## src/rtl/lzc_pkg.sv

```systemverilog
package lzc_pkg;

    localparam int LZ_WORD_W = 32;
    localparam int LZ_LEAF_W = 8;

    // Width able to hold every count from 0 up to the full word width.
    function automatic int lz_cnt_w(input int word_w);
        return $clog2(word_w + 1);
    endfunction

    // Registered result of one scan.
    typedef struct packed {
        logic found;
        logic zero;
    } lz_flags_t;

endpackage

```

## src/rtl/lzc_prio.sv

```systemverilog
// Priority encoder: index of the highest set bit, counted from the top,
// plus a flag that is high only when some bit is set.
module lzc_prio #(
    parameter int W  = 8,
    parameter int IW = $clog2(W)
) (
    input  logic [W-1:0]  bits,
    output logic          found,
    output logic [IW-1:0] lead
);

    always_comb begin
        found = 1'b0;
        lead  = '0;
        for (int i = 0; i < W; i++) begin
            if (bits[i]) begin
                found = 1'b1;
                lead  = IW'(W - 1 - i);
            end
        end
    end

    // the reported position holds a one and nothing above it is set
    always_comb begin
        if (found) begin
            a_r3_first_one: assert (bits[W - 1 - int'(lead)]);
            if (lead != '0)
                a_r3_none_above: assert ((bits >> (W - int'(lead))) == '0);
        end
    end

endmodule

```

## src/rtl/lzc_tree.sv

```systemverilog
// Two-level tree: leaf encoders per group, one encoder over the group flags.
module lzc_tree #(
    parameter int WORD_W = 32,
    parameter int LEAF_W = 8,
    parameter int CNT_W  = $clog2(WORD_W + 1)
) (
    input  logic [WORD_W-1:0] word,
    output logic [CNT_W-1:0]  count,
    output logic              found
);

    localparam int N_GRP = WORD_W / LEAF_W;
    localparam int LIW   = $clog2(LEAF_W);
    localparam int GIW   = $clog2(N_GRP);

    logic [N_GRP-1:0] grp_found;
    logic [LIW-1:0]   grp_lead [N_GRP];
    logic [GIW-1:0]   top_lead;
    logic [GIW-1:0]   win_grp;
    logic [LIW-1:0]   win_lead;

    for (genvar g = 0; g < N_GRP; g++) begin : g_leaf
        lzc_prio #(.W(LEAF_W), .IW(LIW)) u_leaf (
            .bits  (word[g*LEAF_W +: LEAF_W]),
            .found (grp_found[g]),
            .lead  (grp_lead[g])
        );
    end

    lzc_prio #(.W(N_GRP), .IW(GIW)) u_upper (
        .bits  (grp_found),
        .found (found),
        .lead  (top_lead)
    );

    // Group index counts from the bottom; top_lead counts zero groups from the top.
    assign win_grp  = GIW'(N_GRP - 1) - top_lead;
    assign win_lead = grp_lead[win_grp];

    always_comb begin
        if (found)
            count = CNT_W'({top_lead, win_lead});
        else
            count = CNT_W'(WORD_W);
    end

endmodule

```

## src/rtl/lzc_unit.sv

```systemverilog
module lzc_unit
    import lzc_pkg::*;
#(
    parameter int WORD_W = LZ_WORD_W,
    parameter int LEAF_W = LZ_LEAF_W,
    localparam int CNT_W = lz_cnt_w(WORD_W)
) (
    input  logic              clk,
    input  logic              rst,
    input  logic              stb_i,
    input  logic [WORD_W-1:0] data_i,
    output logic [CNT_W-1:0]  count_o,
    output logic              zero_o,
    output logic              found_o
);

    logic [WORD_W-1:0] word_q;
    logic              pend_q;
    logic [CNT_W-1:0]  tree_cnt;
    logic              tree_found;
    logic [CNT_W-1:0]  count_q;
    lz_flags_t         flags_q;

    lzc_tree #(.WORD_W(WORD_W), .LEAF_W(LEAF_W), .CNT_W(CNT_W)) u_tree (
        .word  (word_q),
        .count (tree_cnt),
        .found (tree_found)
    );

    always_ff @(posedge clk) begin
        if (rst) begin
            word_q  <= '0;
            pend_q  <= 1'b0;
            count_q <= '0;
            flags_q <= '0;
        end else begin
            pend_q <= stb_i;
            if (stb_i)
                word_q <= data_i;
            if (pend_q) begin
                count_q       <= tree_cnt;
                flags_q.found <= tree_found;
                flags_q.zero  <= ~tree_found;
            end
        end
    end

    assign count_o = count_q;
    assign zero_o  = flags_q.zero;
    assign found_o = flags_q.found;

    // reset clears the result registers
    a_r1_reset_clear: assert property (@(posedge clk)
        rst |=> (count_o == '0 && !zero_o && !found_o));

    // all-zero result carries the full width and no found flag
    a_r5_zero_full: assert property (@(posedge clk) disable iff (rst)
        zero_o |-> (count_o == CNT_W'(WORD_W) && !found_o));

    // the two flags never both hold
    a_r6_flags_excl: assert property (@(posedge clk) disable iff (rst)
        !(zero_o && found_o));

    // a found word never counts past the last bit
    a_r3_in_range: assert property (@(posedge clk) disable iff (rst)
        found_o |-> (count_o < CNT_W'(WORD_W)));

    // a pending capture always lands a result
    a_r2_result_lands: assert property (@(posedge clk) disable iff (rst)
        pend_q |=> (zero_o || found_o));

    // without a pending capture the outputs hold
    a_r8_hold: assert property (@(posedge clk) disable iff (rst)
        !pend_q |=> ($stable(count_o) && $stable(zero_o) && $stable(found_o)));

endmodule

```

## config.mk

```make
export PLATFORM = sky130hd
export DESIGN_NAME = lzc_unit
export DESIGN_NICKNAME = d
export VERILOG_FILES = /design/src/rtl/lzc_pkg.sv /design/src/rtl/lzc_prio.sv /design/src/rtl/lzc_tree.sv /design/src/rtl/lzc_unit.sv
export SDC_FILE = /design/constraint.sdc
export NUM_CORES = 1
export LEC_CHECK = 0
export BUFFER_PORTS_ARGS = -buffer_cell sky130_fd_sc_hd__buf_2
export CAP_MARGIN = 0
export CORE_MARGIN = 2
export CORE_UTILIZATION = 56
export DETAILED_ROUTE_END_ITERATION = 7
export GPL_ROUTABILITY_DRIVEN = 0
export PLACE_DENSITY = 0.95
export SYNTH_ARGS = -nofsm -noshare
export SYNTH_HDL_FRONTEND = slang
export SYNTH_SLANG_ARGS = --single-unit
```

## constraint.sdc

```tcl
create_clock -name clk -period 2.6 [get_ports clk]
set_input_delay 0.13 -clock clk [delete_from_list [all_inputs] [get_ports clk]]
set_output_delay 0.13 -clock clk [all_outputs]
set_load 0.1 [all_outputs]
```

==> impl_metrics.toml <==
[worst_setup_path]
crit_path_start_kind = "register"
crit_slowest_cell = "nor4_1"
cp_data_arrival_time_ns = 2.31
crit_fanout = 6
end_kind = "register"
cp.depth = 5
rr_worst_depth = 5
slowest_delay_ns = 0.53
required_ns = 2.80
worst-setup-path-type = "reg -> reg"
crit_path_cell_trace = "nor4_1 -> nand4_1 -> o41a_1 -> o21ai_1 -> a221oi_2"
crit_buf_inv = 0
path_delay_family = "simple AND/OR/NAND/NOR gates"

[cells_and_area]
syn_to_final_growth_pct = 14.6
layout_common_cells = "48 x nor2_1, 42 x buf_2, 40 x dfxtp_1, 34 x mux2i_1, 10 x a21oi_1"
antenna_cells = 0
fillers = 272
layout_commonest_cell = "nor2_1"
fin_area_sq_mm = 0.00206
drive_gt1_frac = 0.227
final_nets = 270

[routing]
dr.pass1.iters = 4
finalWirelength_microns = 3500
vias = 1494
drtIter0Drc = 71
drt-vias-per-instance = 5.39
drc_errors = 0
ant_nets = 0
wl_per_cell_microns = 12.6

[clocking]
postCtsSetupRepairBufs = 0
cts_buffers = 5
clock_path_buffers = 2
cts-htree-levels = 2
cts_resized = 0
hold_buffers = 0
cts.clk_slew.worst_paths_ns = 0.10
root_buffer = "clkbuf_4"
clock_latency_ns = 0.35
clock_sinks = 40
cts_tree = "built"

[sta]
final_hold_viol_count = 0
setup_tns_ns = 0
fmax_ghz = 0.473
finalCritPeriodShare = 0.813
rsz0062_at_grt = "false"
finalClockSkew_ns = 0.0104
fin_crit_ns = 2.11
finalWorstSetupSlack_ns = 0.487
setup_viol = 0
drv_slew = 0
slew_headroom = 0.366
tightestPinTransition_ns = 0.951

[synthesis]
avgSynthCellArea_sq_um = 9.17
synth.net_count = 231
syn_inst = 196
synth_warnings = 0
synth_top_cell_by_area = "dfxtp_1"
synth_top_area_frac = 0.446
synth_seq_cells = 40
synth_cell_types = 33
synth-seq-area-share = 0.446
synth_area_sq_mm = 0.00180
synthTopCellsByArea = "dfxtp_1 45%, mux2i_1 19%, nor2_1 10%"

[power]
power_frac_comb = 0.208
fin_total_pwr_w = 0.00121
p_switching_w = 0.000366
powerDensity_mw_per_mm2 = 586
total_leakage_power_nw = 0.911
vdd_drop_max_v = 0.000336
seq_power_share = 0.570
p_clk_frac = 0.222
intPower_w = 0.000840
swShare = 0.304

[die]
die_area_sq_mm = 0.00368
start_util = 0.589
die_y_microns = 60.6
core_sq_mm = 0.00305
std_cell_rows = 20
pin_count = 43
fp.dieW_microns = 60.6

[hold_path]
hold_class = "in -> reg"
whs_path_depth = 3

[run]
maxCapViolations = 0

[placement]
hpwl_microns = 2480
post-place-ws_ns = 0.544
placed_area_sq_mm = 0.00202
io_buffers = 42

[status]
status = "completed"

[grt]
first_global_vias = 1308
grtUsageTotal = 0.204
grt_max_degree = 42
grt_pass1_wl_microns = 5550
grt.overflow.total = 0
antenna_found_initial = 0
==> Yosys cell counts (all sizes together) <==
cell	instances
a21boi	1
nor4b	1
o32ai	1
clkbuf	8
a2111oi	2
nand2	3
a211oi	2
nand3b	1
o31a	1
nor2	48
o31ai	1
o21ai	8
o211ai	1
or4	3
dfxtp	40
a211o	2
nor4	6
nor2b	4
a21oi	10
a31oi	1
mux2i	34
a221oi	1
nor3	2
nor3b	2
a31o	1
inv	7
o41a	2
nand4	1
buf	2
==> registers in the layout (all words and copies together), names as in the netlist <==
register	flops
zero_o	1
count_o	5
word_q	32
pend_q	1
found_o	1
==> through the flow <==
step,utilization,hold slack [ns],std cells
finish,0.674,0.0114,277
global route,0.674,0.0109,277
CTS,0.674,0.000908,277
detailed placement,0.662,0.373,272
global placement,0.662,0.363,272
floorplan,-,0.277,196
==> path summary, 6_finish.rpt <==
| check | to | startpoint | slack (ns) |
|---|---|---|---|
| setup / recovery | count_o[1]$_SDFFE_PP0P_ | word_q[31]$_SDFFE_PP0P_ | 0.49 |
| hold / removal | word_q[13]$_SDFFE_PP0P_ | data_i[13] | 0.01 |
| setup reg to reg | count_o[1]$_SDFFE_PP0P_ | word_q[31]$_SDFFE_PP0P_ | 0.49 |
| hold reg to reg | count_o[2]$_SDFFE_PP0P_ | count_o[2]$_SDFFE_PP0P_ | 0.48 |
==> cell type report <==
cell class / instances / area, sq um / share of cell area
well taps: 44 / 55.1 / 0.0267
repair buffers: 42 / 210 / 0.102
multi-input cells: 139 / 928 / 0.451
inverters: 7 / 26.3 / 0.0128
flip-flops and latches: 40 / 801 / 0.389
clock buffers: 5 / 37.5 / 0.0182
==> power groups by stage <==
stage / logic, W / clock network (W) / registers [W]
2_1_floorplan: 0.000153 / 0 / 0.000735
4_1_cts: 0.000251 / 0.000272 / 0.000686
6_report: 0.000251 / 0.000268 / 0.000687
3_3_place_gp: 0.000246 / 0 / 0.000698
3_5_place_dp: 0.000250 / 0 / 0.000700
5_1_grt: 0.000274 / 0.000297 / 0.000693
==> tightest hold or removal path, cell delays in order <==
cell and delay [ns]:
buf_2 0.07, mux2i_1 0.05, nor2_1 0.07
==> metal layers <==
layer / up-vias / wire, microns / track usage / share of wire
met5: - / 0 / 0 / 0
met4: 0 / 69 / 0.0932 / 0.020
met3: 5 / 169 / 0.0576 / 0.048
met2: 38 / 1590 / 0.323 / 0.45
met1: 676 / 1670 / 0.259 / 0.48
li1: 775 / - / - / -
==> cells by family after synthesis <==
| kind of cell | after synthesis | share of synthesized area |
|---|---|---|
| mux | 34 | 0.189 |
| buf+inv | 17 | 0.0376 |
| simple gates | 71 | 0.189 |
| flops | 40 | 0.446 |
| compound gates | 34 | 0.138 |
Power figures use the tool's default switching activity.
